## src/rtl/pmon_pkg.sv

```systemverilog
// Shared definitions for the clear-on-read error counter bank.
// Assumes a byte-wide host read port.
package pmon_pkg;
    localparam int BYTE_W = 8;

    // Which counter register an access targets
    typedef enum logic [1:0] {
        SEL_NONE    = 2'd0,
        SEL_FCS     = 2'd1,
        SEL_WIDE_HI = 2'd2,
        SEL_WIDE_LO = 2'd3
    } reg_sel_e;
endpackage

```

## src/rtl/pmon_sat_counter.sv

```systemverilog
// Saturating event counter with synchronous clear.
// A clear in the same cycle as an increment leaves the counter at 1, so
// that event is kept. Assumes inc and clr are single-cycle qualified.
module pmon_sat_counter #(
    parameter int WIDTH = 8
) (
    input  logic             clk,
    input  logic             rst_n,
    input  logic             inc,
    input  logic             clr,
    output logic [WIDTH-1:0] count
);
    localparam logic [WIDTH-1:0] ONE = WIDTH'(1);

    logic at_max;
    assign at_max = &count;

    // Count events, clear on request, hold at all-ones
    always_ff @(posedge clk) begin
        if (!rst_n) begin
            count <= '0;
        end else if (clr) begin
            count <= inc ? ONE : '0;
        end else if (inc && !at_max) begin
            count <= count + ONE;
        end
    end

    // a full counter stays full under further events
    a_r3_no_overflow: assert property (@(posedge clk) disable iff (!rst_n)
        (at_max && inc && !clr) |=> (&count));

    // an event on the clearing edge restarts the count at one
    a_r4_clear_keeps_event: assert property (@(posedge clk) disable iff (!rst_n)
        (clr && inc) |=> (count == ONE));

    // a clear with no event empties the counter
    a_r2_clear_empty: assert property (@(posedge clk) disable iff (!rst_n)
        (clr && !inc) |=> (count == '0));

    // with no event and no clear the count holds
    a_r2_idle_hold: assert property (@(posedge clk) disable iff (!rst_n)
        (!clr && !inc) |=> $stable(count));
endmodule

```

## src/rtl/pmon_access_decode.sv

```systemverilog
// Turns the host read strobe into a single-cycle access pulse and maps
// the byte offset to a register select. A strobe held for many cycles
// yields one pulse. Assumes rd_addr is stable while rd_en is high.
module pmon_access_decode
    import pmon_pkg::*;
#(
    parameter int                ADDR_W  = 8,
    parameter logic [ADDR_W-1:0] OFS_FCS = 8'h0C,
    parameter logic [ADDR_W-1:0] OFS_HI  = 8'h0D,
    parameter logic [ADDR_W-1:0] OFS_LO  = 8'h0E
) (
    input  logic              clk,
    input  logic              rst_n,
    input  logic              rd_en,
    input  logic [ADDR_W-1:0] rd_addr,
    output logic              access,
    output reg_sel_e          sel
);
    logic rd_en_q;

    // Remember the strobe level to find its first cycle
    always_ff @(posedge clk) begin
        if (!rst_n) rd_en_q <= 1'b0;
        else        rd_en_q <= rd_en;
    end

    assign access = rd_en && !rd_en_q;

    // Map the offset to a register select
    always_comb begin
        if      (rd_addr == OFS_FCS) sel = SEL_FCS;
        else if (rd_addr == OFS_HI)  sel = SEL_WIDE_HI;
        else if (rd_addr == OFS_LO)  sel = SEL_WIDE_LO;
        else                         sel = SEL_NONE;
    end

    // a strobe never yields access pulses on two cycles in a row
    a_r8_single_pulse: assert property (@(posedge clk) disable iff (!rst_n)
        access |=> !access);
endmodule

```

## src/rtl/pmon_counter_bank.sv

```systemverilog
// Clear-on-read performance counter bank: a narrow frame-check error
// counter and a wide bit-error counter behind a byte read port. The wide
// counter is read upper byte first. That read snapshots and clears it,
// and the following lower-byte read returns the snapshot. Assumes event
// inputs are synchronous single-cycle pulses.
module pmon_counter_bank
    import pmon_pkg::*;
#(
    parameter int                ADDR_W  = 8,
    parameter int                FCS_W   = 8,
    parameter int                WIDE_W  = 16,
    parameter logic [ADDR_W-1:0] OFS_FCS = 8'h0C,
    parameter logic [ADDR_W-1:0] OFS_HI  = 8'h0D,
    parameter logic [ADDR_W-1:0] OFS_LO  = 8'h0E
) (
    input  logic              clk,
    input  logic              rst_n,
    input  logic              fcs_err_evt,
    input  logic              prbs_err_evt,
    input  logic              rd_en,
    input  logic [ADDR_W-1:0] rd_addr,
    output logic [BYTE_W-1:0] rd_data
);
    localparam int HI_LSB = WIDE_W - BYTE_W;

    logic              access;
    reg_sel_e          sel;
    logic [FCS_W-1:0]  fcs_cnt;
    logic [WIDE_W-1:0] wide_cnt;
    logic [WIDE_W-1:0] hold_q;
    logic              hold_vld;
    logic [BYTE_W-1:0] fcs_byte;
    logic              clr_fcs;
    logic              clr_wide;

    pmon_access_decode #(
        .ADDR_W (ADDR_W),
        .OFS_FCS(OFS_FCS),
        .OFS_HI (OFS_HI),
        .OFS_LO (OFS_LO)
    ) u_decode (
        .clk    (clk),
        .rst_n  (rst_n),
        .rd_en  (rd_en),
        .rd_addr(rd_addr),
        .access (access),
        .sel    (sel)
    );

    assign clr_fcs  = access && (sel == SEL_FCS);
    assign clr_wide = access && (sel == SEL_WIDE_HI);

    pmon_sat_counter #(.WIDTH(FCS_W)) u_fcs_cnt (
        .clk  (clk),
        .rst_n(rst_n),
        .inc  (fcs_err_evt),
        .clr  (clr_fcs),
        .count(fcs_cnt)
    );

    pmon_sat_counter #(.WIDTH(WIDE_W)) u_wide_cnt (
        .clk  (clk),
        .rst_n(rst_n),
        .inc  (prbs_err_evt),
        .clr  (clr_wide),
        .count(wide_cnt)
    );

    // Zero-extend the narrow counter to a byte
    always_comb begin
        fcs_byte = '0;
        fcs_byte[FCS_W-1:0] = fcs_cnt;
    end

    // Register read data and manage the upper/lower snapshot
    always_ff @(posedge clk) begin
        if (!rst_n) begin
            rd_data  <= '0;
            hold_q   <= '0;
            hold_vld <= 1'b0;
        end else if (access) begin
            case (sel)
                SEL_FCS: rd_data <= fcs_byte;
                SEL_WIDE_HI: begin
                    rd_data  <= wide_cnt[WIDE_W-1:HI_LSB];
                    hold_q   <= wide_cnt;
                    hold_vld <= 1'b1;
                end
                SEL_WIDE_LO: begin
                    rd_data  <= hold_vld ? hold_q[BYTE_W-1:0] : wide_cnt[BYTE_W-1:0];
                    hold_vld <= 1'b0;
                end
                default: rd_data <= '0;
            endcase
        end
    end

    // an upper read snapshots the live count from before its edge
    a_r5_snapshot: assert property (@(posedge clk) disable iff (!rst_n)
        (access && sel == SEL_WIDE_HI) |=> (hold_vld && hold_q == $past(wide_cnt)));

    // a lower read always releases the hold
    a_r6_release: assert property (@(posedge clk) disable iff (!rst_n)
        (access && sel == SEL_WIDE_LO) |=> !hold_vld);

    // read data changes only on the first cycle of a strobe
    a_r8_data_stable: assert property (@(posedge clk) disable iff (!rst_n)
        !access |=> $stable(rd_data));

    // unmapped reads return zero and keep the hold
    a_r9_unmapped_zero: assert property (@(posedge clk) disable iff (!rst_n)
        (access && sel == SEL_NONE) |=> (rd_data == '0 && $stable(hold_vld)));
endmodule

```

## config.mk

```make
export PLATFORM = sky130hd
export DESIGN_NAME = pmon_counter_bank
export DESIGN_NICKNAME = d
export VERILOG_FILES = /design/src/rtl/pmon_pkg.sv /design/src/rtl/pmon_sat_counter.sv /design/src/rtl/pmon_access_decode.sv /design/src/rtl/pmon_counter_bank.sv
export SDC_FILE = /design/constraint.sdc
export NUM_CORES = 1
export LEC_CHECK = 0
export ABC_AREA = 1
export BUFFER_PORTS_ARGS = -buffer_cell sky130_fd_sc_hd__buf_2
export CAP_MARGIN = 5
export CORE_MARGIN = 2
export CORE_UTILIZATION = 30
export DETAILED_ROUTE_END_ITERATION = 12
export GPL_TIMING_DRIVEN = 1
export PLACE_DENSITY = 0.49
export REMOVE_ABC_BUFFERS = 1
export SYNTH_ARGS = -nofsm -noshare
export SYNTH_HDL_FRONTEND = slang
export SYNTH_SLANG_ARGS = --single-unit
```

## constraint.sdc

```tcl
create_clock -name clk -period 2 [get_ports clk]
set_clock_uncertainty 0.1 [all_clocks]
set_input_delay 0.2 -clock clk [delete_from_list [all_inputs] [get_ports clk]]
set_output_delay 0.2 -clock clk [all_outputs]
set_load 0.01 [all_outputs]
```

* After elaboration in Yosys (flattened, before gate mapping)
Index checks and enable logic that the tools add are counted.
** Storage, ports and cells
- Bits of input ports :: 13
- Register bits after elaboration :: 42
** Cells by class
- Muxes and demuxes :: 12
- Eq/ne operators :: 6
- Reduce and logical (&&, ||, !) cells :: 15
- $add $sub $neg :: 2
** Operator list (count)
- 16-bit 2-to-1 mux :: 2
- 8-bit by 4-bit == test with 1-bit output, second input constant :: 3
- 8-bit 2-to-1 mux :: 3
- 8-bit one-hot mux with 3 select lines :: 1
- 16-bit by 1-bit adder with 16-bit output, second input constant :: 1
- 16-bit AND reduction :: 1
- 8-bit by 1-bit adder with 8-bit output, second input constant :: 1
- 8-bit AND reduction :: 1
- 2-bit 2-to-1 mux :: 3
- 2-bit nonzero test :: 3
- 1-bit logical AND :: 5
- 2-bit == test, second input constant :: 2
- 2-bit AND reduction :: 2
- 1-bit zero test :: 3
- 2-bit by 1-bit == test with 1-bit output, second input constant :: 1
- 1-bit 2-to-1 mux :: 2
- 1-bit one-hot mux with 2 select lines :: 1

* Depth between registers and ports, before layout
Gate-level depths: netlist (run 1).
- Word-level depth :: 7
- Mapped depth :: 10
- Gate-level depth less buffers :: 10

* Modules after synthesis
From an unflattened synthesis (run 1), not the netlist that was laid out.
** Unflattened totals
- Cell total of the unflattened synthesis :: 409
- Area total of the unflattened synthesis :: 2558.7 um2
** Modules (own cells, without submodules)
- pmon_sat_counter at u_wide_cnt :: sequential area each 320.3 um2, area each 1008.5 um2, cells an instance 164, instances 1
- pmon_counter_bank :: sequential area each 340.3 um2, area each 985.9 um2, cells an instance 155, instances 1
- pmon_sat_counter at u_fcs_cnt :: sequential area each 160.2 um2, area each 483.0 um2, cells an instance 73, instances 1
- pmon_access_decode :: sequential area each 20.0 um2, area each 81.3 um2, cells an instance 17, instances 1

* Least setup slack after synthesis (run 1)
No wires, ideal clock.
- Kind :: register -> register
- Start :: register u_wide_cnt.count[1]
- End :: register u_wide_cnt.count[15]
- Period minus slack after synthesis :: 1.511 ns
- Data required time :: 1.785 ns
- Arrival :: 1.296 ns
- Slack :: 0.489 ns
- Stages on the path, launching flop included :: 10
- Library setup time :: 0.115 ns
- Cell sequence :: dfxtp_1 > ha_1 > nand2_1 > nor2_2 > nand2_2 > nor2_4 > nor2_4 > buf_6 > a21oi_1 > nor2_1
** Between the ends
- Cells in the longest elaborated chain, start to end :: 4
** Ends and longest elaborated chain
- start: declaration :: line pmon_sat_counter.sv:11 : output logic [WIDTH-1:0] count
- start signal: assignment :: line pmon_sat_counter.sv:23 : count <= inc ? ONE : '0;
- start signal: assignment :: line pmon_sat_counter.sv:25 : count <= count + ONE;
- parallel branches: the longest is 4 deep, another holds 16-bit by 1-bit adder with 16-bit output
Parallel ways; which one is timed is not known. The select of a mux whose other input is x is not followed.
A chain may end at the register's enable or synchronous reset.

* Worst setup path after layout (run 1)
- Start :: register u_fcs_cnt.count[0]
- End :: register u_fcs_cnt.count[3]
** Between the ends
- Cells in the longest elaborated chain, start to end :: 4
** Ends and longest elaborated chain (line)
- start: declaration :: pmon_sat_counter.sv:11
- start signal: assignment :: pmon_sat_counter.sv:23
- start signal: assignment :: pmon_sat_counter.sv:25
- parallel branches: the longest is 4 deep, another holds 8-bit by 1-bit adder with 8-bit output
Parallel ways; which one is timed is not known. The select of a mux whose other input is x is not followed.

==> results of run 1 <==
==> final timing paths <==
path                       from  slack, ns                  to  cells after the start
max          u_fcs_cnt.count[0]       0.30  u_fcs_cnt.count[3]                     10
min                       rst_n       0.09    u_decode.rd_en_q                      3
max reg2reg  u_fcs_cnt.count[0]       0.30  u_fcs_cnt.count[3]                     10
min reg2reg          rd_data[3]       0.36          rd_data[3]                      2
==> worst max-delay path: cells and delay by family (launching register included) <==
kind                       cells  cell delay (ns)
DFF                            1             0.41
buffers and inverters          1             0.08
and+or+nand+nor                8             0.81
adders and majority gates      1             0.20
==> sequential cells by signal (all words and copies together) (netlist names) <==
register / cells
rd_data: 8
hold_vld: 1
u_wide_cnt.count: 16
hold_q: 8
u_decode.rd_en_q: 1
u_fcs_cnt.count: 8
==> timing repair <==
| item | CTS | global route |
|---|---|---|
| hold endpoints to repair | 1 | 0 |
| endpoints found under the setup margin | 0 | 2 |
| resized for setup | 0 | 1 |
| hold buffers | 1 | 0 |
| setup buffers | 0 | 0 |
==> layout by cell type (no fill, tap or decap), types with 4 or more instances in the layout <==
cell and count:
a21oi_1 29, buf_2 20, clkbuf_8 6, dfxtp_1 42, inv_1 43, inv_2 6, nand2_1 111, nand2_2 9
nand3_1 49, nor2_1 36, nor2_2 8, nor2_4 4, o21ai_0 13
==> routing by layer <==
| metal | track usage [%] | up-vias | part of all wire (%) |
|---|---|---|---|
| met4 | 6.005 | 0 | 2.3 |
| met2 | 22.16 | 60 | 42 |
| li1 | - | 1222 | - |
| met1 | 20.22 | 1050 | 51 |
| met5 | 0 | - | 0 |
| met3 | 3.173 | 10 | 4.5 |
==> metrics by stage <==
step           std cells  util, %
2_1_floorplan        365        -
3_3_place_gp         490    33.32
3_5_place_dp         490    33.32
4_1_cts              499    34.68
5_1_grt              500    34.83
6_report             500    34.83
==> kinds of logic (layout without fill, tap and decap cells) <==
kind of cell | count (synthesis) | in the layout | share of synthesized area, %
AND/OR/NAND/NOR | 228 | 229 | 44.05
buffers and inverters | 58 | 82 | 10.26
AO/OA/AOI/OAI | 43 | 43 | 9.095
flip-flops | 42 | 42 | 35.54
adder cells (fa/ha/maj) | 2 | 2 | 1.057
==> area by class of cell <==
cell class / count / area, µm² / share of cell area, %
tap: 102 / 127.6 / 4.766
sequential: 42 / 840.8 / 31.40
timing repair buffer: 24 / 132.6 / 4.953
clock inverter: 2 / 12.51 / 0.4673
multi-input combinational: 274 / 1294 / 48.32
clock buffer: 6 / 82.58 / 3.084
inverter: 50 / 187.7 / 7.009
==> power breakdown <==
| part | switching [W] | total [W] | internal [W] |
|---|---|---|---|
| Clock | 0.000315 | 0.000593 | 0.000278 |
| Combinational | 0.0000808 | 0.000115 | 0.0000341 |
| Sequential | 0.00000901 | 0.000853 | 0.000844 |
==> metrics, run 1 <==
outcome=completed; pin count of the biggest net entering global routing=28; RSZ-0062 raised after global routing=no; hold_ws=0.09081 ns; # rows=32; maximum capacitance violations=0; final max-slew violation count=0; Rel. slew slack=around two thirds; port bufs=20; CTS root buf=clkbuf_8; Synth Warn #=0; number of fill cells=around 870; worst-path cell chain=ha_1 -> nand2_1 -> nor2_1 -> nand3_1 -> nand2_1 -> nand2_2 -> inv_2 -> nor2_2 -> nor2_1 -> nor2_1; synth top area cells=dfxtp_1, nand2_1, nand3_1; CP dominant cell by count=nor2_1; number of global-route vias before repair=2105; syn_area_per_cell=around 6.3 µm²; Commonest cells post-synth=nand2_1, nand3_1, inv_1; Crit Path Class=reg -> reg; EDFF count, synth=0; most numerous cell in the Yosys netlist=nand2_1; fin crit share=a little over four fifths; startpoint types=flop; #FFs+latches synth=42; drt first pass iters=5; Longest Clk Path Bufs=2; Post-DP HPWL=between 4000 and 5000 µm; CP max FO=6; number of routed nets with antenna violations=0; Worst-path clk slew=~0.09 ns; initial antenna violation count=0; Req. time, crit path=about 2.1 ns; Worst Hold Class=in -> reg; Overflow after GRT=0; Inserted Clock Buffers=5; synthesized area=approximately 0.0024 mm²; area of placed instances=about 0.0026 mm²; worst skew pair latency=~0.30 ns; setup ws final=0.3001 ns; slowest cell delay on critical path=0.41 ns; Cell variety after synth=24; first-pass GRT wire length=approximately 10000 µm; ANT cells=0; Place WS=between 0.1 and 0.15 ns; Slew @ Worst Pin=about 0.49 ns; Cell Pwr Density=just under 600 mW/mm²; detailed router's first-iteration violation count=~160; overall routed net length=6036 µm; # IOs=21; setup_tns=0 ns; GPL Wtd Cong=between 0.7 and 0.8; vias per cell=roughly 4.7; Core ar.=between 0.007 and 0.008 mm²; Worst Setup End Kind=flop; Via Count=between 2000 and 2500; total power=about 0.0016 W; Total GRT Usage=~15%; top cell type's share of synthesized area=a little over a third; Layout Nets=between 400 and 500; Gate Count Post-Synth=roughly 370; Final Cell Area=0.002678 mm²; # H-tree levels=2; layout cell share with drive strength beyond 1=between 10% and 20%; CP arrival=between 1.5 and 2 ns; height of the die=roughly 93 µm; CTS Sinks=42; register area share after synthesis=35.54%; Hold Fails Final Rpt=0; fmax=~590 MHz; Area Overhead vs Synth=13.17%; TritonCTS clock tree=built; die area=0.008613 mm²; Post-route DRC=0; Initial Utilization=between 30% and 40%; WL/cell=approximately 12 µm; Lkg Pwr=approximately 1.1 nW; VDD IR max=slightly above 0.0002 V; Async SR Flop Fraction=0%; min Tclk post-route=1.700 ns; Die X=92.81 µm; final setup vio count=0; main flop type after synthesis=dfxtp_1; cell with the largest stage delay on the worst path=dfxtp_1; Synth area leader=dfxtp_1
No activity file was read; power rests on OpenSTA's default activity.
==> inputs of run 2 (changes only) <==
Clock period 2 ns to 1.6 ns, I/O delays scaled along.
==> run 2 against run 1 <==
Against the previous run:
- global-route usage increased by 0.88 points
- sequential power is 25% higher
- first-iteration DRC count shrank 14%
==> metrics, run 2 (synthesized netlist as in run 1, its figures left out) <==
outcome=completed; Post-DP HPWL=4796 µm (+5.8%); Post-route DRC=0 (unchanged); number of global-route vias before repair=2259 (+7.3%); number of fill cells=839 (-3.8%); layout cell share with drive strength beyond 1=27.90% (+12 points); CP max FO=8 (+2); Final Cell Area=0.003058 mm² (+14%); Met1 Wirelength=3213 µm (+4.8%); Longest Clk Path Bufs=2 (unchanged); startpoint types=flop; CP arrival=1.65 ns (-0.15 ns); setup ws final=0.05210 ns (-0.2480 ns); Worst-path clk slew=0.09 ns (about the same); ANT cells=0 (unchanged); vias per cell=4.611 (-1.5%); Initial Utilization=30.78% (unchanged); max FFs per register=16 (unchanged); Slew @ Worst Pin=0.3790 ns (-0.1072 ns); die area=0.008613 mm² (unchanged); Overflow after GRT=0 (unchanged); RSZ-0062 raised after global routing=yes; Worst Hold Class=in -> reg; Core Util, Final=39.78% (+4.9 points); CTS Sinks=42 (unchanged); Crit Path Class=reg -> reg; Core ar.=0.007687 mm² (unchanged); Req. time, crit path=1.70 ns (-0.40 ns); Inserted Clock Buffers=5 (unchanged); WL met2=2939 µm (+15%); overall routed net length=6511 µm (+7.9%); fin crit share=96.74% (+12 points); most frequent cells in the layout=nand2_1, nand3_1, inv_1; # rows=32 (unchanged); Hold Fails Final Rpt=0 (unchanged); most common cell after layout, fill and taps aside=nand2_1; maximum capacitance violations=0 (unchanged); first-pass GRT wire length=10700 µm (+7.0%); setup_tns=0 ns (unchanged); CTS root buf=clkbuf_8; VDD IR max=0.0002782 V (+34%); Lkg Pwr=1.289 nW (+17%); Total GRT Usage=15.56% (+0.88 points); placed cells=508 (+3.7%); min Tclk post-route=1.548 ns (-0.1520 ns); Rel. slew slack=74.70% (+7.3 points); worst skew pair latency=0.30 ns (about the same); pin count of the biggest net entering global routing=18 (-36%); post-route insts no fill=525 (+5.0%); height of the die=92.81 µm (unchanged); detailed router's first-iteration violation count=133 (-14%); port bufs=20 (unchanged); top layer in use=met4; Place WS=-0.2399 ns (-0.3857 ns); TritonCTS clock tree=built; Die X=92.81 µm (unchanged); number of routed nets with antenna violations=0 (unchanged); Cell Pwr Density=663.0 mW/mm² (+14%); Worst Setup End Kind=flop; WL/cell=12.40 µm (+2.7%); Layout Nets=437 (+6.1%); final setup vio count=0 (unchanged); Area Overhead vs Synth=29.24%; Via Count=2421 (+3.4%); GPL Wtd Cong=0.8653 (+11%); Largest Register=u_wide_cnt.count; # IOs=21 (unchanged); # H-tree levels=2 (unchanged); area of placed instances=0.002721 mm² (+6.3%); fmax=646.0 MHz (+9.8%); initial antenna violation count=0 (unchanged); drt first pass iters=4 (-1); final max-slew violation count=0 (unchanged); met3 routed wirelength=215 µm (-21%)
==> run 2: cell types whose count changed in the layout (fill, tap and decap cells not counted), sizes merged <==
cell	change
buf	+25
==> run 2: repair_timing <==
item / 4_1_cts / 5_1_grt
setup buffers: 2 / 5
gates resized for setup: 5 / 43
cloned: 1 / 0
pin swaps: 5 / 9
endpoints found under the setup margin: 16 / 32
endpoints found under the hold margin: 1 / 0
hold buffers: 1 / 0
==> run 2: path summary, 6_finish.rpt <==
check / end / slack [ns] / depth (start not counted) / start
max: u_wide_cnt.count[15] / 0.05 / 9 / u_wide_cnt.count[1]
min: u_decode.rd_en_q / 0.05 / 3 / rst_n
max reg2reg: u_wide_cnt.count[15] / 0.05 / 9 / u_wide_cnt.count[1]
min reg2reg: rd_data[5] / 0.37 / 2 / rd_data[5]
==> run 2: report_power, final <==
group          internal (W)  switching (W)
clock network      0.000348       0.000406
registers           0.00106     0.00000951
logic             0.0000822       0.000125
==> run 2: per-layer routing <==
metal | vias up | track usage, %
met2 | 59 | 24.21
li1 | 1278 | -
met4 | 0 | 5.882
met1 | 1071 | 21.65
met5 | - | 0
met3 | 13 | 2.360
==> run 2: final cells by class <==
| type | instances | area (µm²) | area share, % |
|---|---|---|---|
| Multi-Input combinational cell | 274 | 1439 | 47.05 |
| Clock inverter | 2 | 12.51 | 0.4092 |
| Clock buffer | 6 | 82.58 | 2.700 |
| Sequential cell | 42 | 845.8 | 27.66 |
| Tap cell | 102 | 127.6 | 4.173 |
| Inverter | 50 | 190.2 | 6.219 |
| Timing Repair Buffer | 49 | 360.3 | 11.78 |
==> run 2: critical path: stages, from the launching register on <==
cell and delay, ns:
dfxtp_2 0.37, ha_4 0.16, nand2_4 0.06, nor2_4 0.11
nand2_2 0.08, nor2_4 0.17, nor2_4 0.06, buf_6 0.14
a21oi_1 0.14, nor2_1 0.06
==> run 2: through the flow <==
stage	hold slack [ns]	power, W
floorplan	0.1535	0.001179
global route	0.06573	0.002125
finish	0.05281	0.002028
detailed placement	0.2557	0.001256
CTS	0.04786	0.002028
global placement	0.2538	0.001254
==> inputs of run 3 (changes only) <==
Settings changed: CORE_UTILIZATION 30 to 50, PLACE_DENSITY 0.49 to 0.72, SYNTH_HIERARCHICAL set to 1.
==> run 3 against run 2 <==
Against the previous run:
- hold slack improved by 0.062 ns
- critical path type unchanged
- sequential share of layout area shrank 1.6 points
- setup slack worse by 0.051 ns
- via count is 13% higher
- synthesized cell count increased by 9.7%
==> metrics, run 3 <==
Synth Warn #=6 (+6); R2R cell count=8 (-1); synthesized area=0.002559 mm² (+8.1%); Commonest cells post-synth=nand2_1, inv_1, nand3_1; outcome=completed; Cell variety after synth=25 (+4.2%); final setup vio count=0 (unchanged); post-synthesis compound-gate area fraction=11.83% (+2.7 points); Overflow after GRT=0 (unchanged); vias per cell=5.000 (+8.4%); min Tclk post-route=1.599 ns (+0.05088 ns); Layout Nets=490 (+12%); Inserted Clock Buffers=5 (unchanged); Post-Synth XOR/XNOR Area=0.3423% (+0.34 points); most common cell after layout, fill and taps aside=nand2_1; Worst-path clk slew=0.08 ns (about the same); largest family of logic cells by synthesized area=simple AND/OR/NAND/NOR gates; R2R setup slack=0.001 ns (-0.05 ns); Setup crit start=u_wide_cnt/count[1]; Core Util, Final=64.96% (+25 points); placed cells=533 (+4.9%); most frequent cells in the layout=nand2_1, inv_1, nand3_1; TritonCTS clock tree=built; syn_area_per_cell=6.256 µm² (-1.4%); worst-path cell chain=ha_4 -> nand2_4 -> nor2_4 -> nand2_4 -> o21ai_4 -> clkbuf_16 -> o21ai_1 -> a21oi_1; EDFF count, synth=0 (unchanged); Critical Path End=u_wide_cnt/count[4]; CP dominant cell by count=nand2_4; synth top area cells=dfxtp_1, nand2_1, nand3_1; Worst Hold Class=in -> reg; Crit Path Class=reg -> reg; Slew @ Worst Pin=0.3246 ns (-0.05449 ns); overall routed net length=6385 µm (-1.9%); CTS Sinks=42 (unchanged); Hold Fails Final Rpt=0 (unchanged); Largest Register=u_wide_cnt/count; Initial Utilization=51.07% (+20 points); Lkg Pwr=1.505 nW (+17%); RSZ-0062 raised after global routing=yes; Longest Clk Path Bufs=2 (unchanged); CP arrival=1.73 ns (+0.08 ns); worst skew pair latency=0.30 ns (about the same); layout cell share with drive strength beyond 1=24.58% (-3.3 points); Area Overhead vs Synth=27.19%; pin count of the biggest net entering global routing=18 (unchanged); die area=0.005706 mm² (-34%); Post-route DRC=0 (unchanged); # IOs=21 (unchanged); initial antenna violation count=0 (unchanged); final max-slew violation count=0 (unchanged); # rows=26 (-19%); fmax=625.5 MHz (-3.2%); Cell Pwr Density=660.7 mW/mm² (-0.36%); drt first pass iters=5 (+1); height of the die=75.54 µm (-19%); post-synthesis mux area share=0% (unchanged); Die X=75.54 µm (-19%); cell with the largest stage delay on the worst path=dfxtp_2; area fraction in and, or, nand and nor cells after synthesis=40.93% (-3.1 points); number of fill cells=466 (-44%); Via Count=2730 (+13%); post-route insts no fill=546 (+4.0%); max FFs per register=16 (unchanged); Req. time, crit path=1.73 ns (+0.03 ns); Async SR Flop Fraction=0% (unchanged); number of routed nets with antenna violations=0 (unchanged); port bufs=20 (unchanged); Worst Setup End Kind=flop; Rel. slew slack=78.36% (+3.7 points); Reg2Reg Launch Point=u_wide_cnt/count[1]; VDD IR max=0.0003581 V (+29%); main flop type after synthesis=dfxtp_1; Total GRT Usage=22.55% (+7.0 points); Synth area leader=dfxtp_1; top cell type's share of synthesized area=32.86% (-2.7 points); Adder-Cell Fraction of Synth Area=0.9780% (-0.080 points); Post-DP HPWL=4603 µm (-4.0%); #FFs+latches synth=42 (unchanged); slowest cell delay on critical path=0.36 ns (about the same); startpoint types=flop; detailed router's first-iteration violation count=222 (+67%); ANT cells=0 (unchanged); maximum capacitance violations=0 (unchanged); first-pass GRT wire length=9908 µm (-7.4%); Gate Count Post-Synth=409 (+9.7%); Reg2Reg Capture Point=u_wide_cnt/count[4]; CTS root buf=clkbuf_8; GPL Wtd Cong=0.9068 (+4.8%); number of global-route vias before repair=2299 (+1.8%); Core ar.=0.005010 mm² (-35%); most numerous cell in the Yosys netlist=nand2_1; CP max FO=6 (-2); # H-tree levels=2 (unchanged); register area share after synthesis=32.86% (-2.7 points); fin crit share=99.92% (+3.2 points); WL/cell=11.69 µm (-5.7%)
## run 3: final cells by class
type	count	area [µm²]	share of cell area, %
Clock buffer	6	72.57	2.230
Clock inverter	2	37.54	1.153
Inverter	66	255.2	7.843
Multi-Input combinational cell	295	1479	45.44
Sequential cell	42	847.1	26.03
Tap cell	70	87.58	2.691
Timing Repair Buffer	65	475.5	14.61
## run 3: worst min-delay path by stage
| stage | from | endpoint | slack, ns | cells past startpoint |
|---|---|---|---|---|
| after detailed placement | rd_en | u_decode/rd_en_q | 0.26 | 3 |
| after global routing | fcs_err_evt | u_fcs_cnt/count[2] | 0.14 | 3 |
| after CTS | fcs_err_evt | u_fcs_cnt/count[2] | 0.10 | 3 |
| after floorplan | rd_en | u_decode/rd_en_q | 0.15 | 2 |
| final | fcs_err_evt | u_fcs_cnt/count[2] | 0.12 | 3 |
| after global placement | rd_en | u_decode/rd_en_q | 0.25 | 3 |
## run 3: through the flow
| step | setup slack [ns] | cell area, µm² | setup TNS (ns) | hold slack, ns | power [W] |
|---|---|---|---|---|---|
| after floorplan | -0.5391 | 2480 | -12.94 | 0.1535 | 0.001203 |
| after global placement | -0.04517 | 2988 | -0.3530 | 0.2530 | 0.001303 |
| after detailed placement | -0.1094 | 2988 | -1.502 | 0.2612 | 0.001307 |
| after CTS | -0.01414 | 3119 | -0.01483 | 0.1033 | 0.002155 |
| after global routing | -0.06494 | 3254 | -0.7322 | 0.1364 | 0.002248 |
| final | 0.001215 | 3254 | 0 | 0.1151 | 0.002150 |
## run 3: critical path, delay by kind of cell (launching register included)
| family | cells | cell delay, ns |
|---|---|---|
| AO/OA/AOI/OAI | 3 | 0.42 |
| adder cells (fa/ha/maj) | 1 | 0.15 |
| buffers and inverters | 1 | 0.21 |
| flip-flops | 1 | 0.36 |
| AND/OR/NAND/NOR | 3 | 0.28 |
## run 3: what timing repair did
action                     4_1_cts  5_1_grt
gates cloned                     0        3
setup endpoints to repair        8       20
resized for setup                4       27
hold buffers                     1        0
pin swaps                        0       11
hold endpoints to repair         1        0
buffers inserted                 0        1
## run 3: power breakdown
part | internal (W) | switching, W | total (W) | leakage (nW)
registers | 0.00106 | 0.0000137 | 0.00108 | 0.343
logic | 0.000105 | 0.000132 | 0.000237 | 1.11
clock network | 0.000466 | 0.000370 | 0.000836 | 0.0514
total | 0.00163 | 0.000516 | 0.00215 | 1.51
## run 3: cell families (layout without fill, tap and decap cells)
kind of cell    after synthesis  count (layout)
xor+xnor                      1               1
buf+inv                      73             139
compound gates               57              57
simple gates                234             235
flops                        42              42
fa+ha+maj                     2               2
## run 3: routing by layer
metal / wire length (µm) / vias to the layer above / GRT usage [%]
met3: 329 / 13 / 3.836
met4: 98 / 0 / 6.823
met2: 3102 / 86 / 39.03
met1: 2854 / 1214 / 28.69
met5: 0 / - / 0
li1: - / 1417 / -
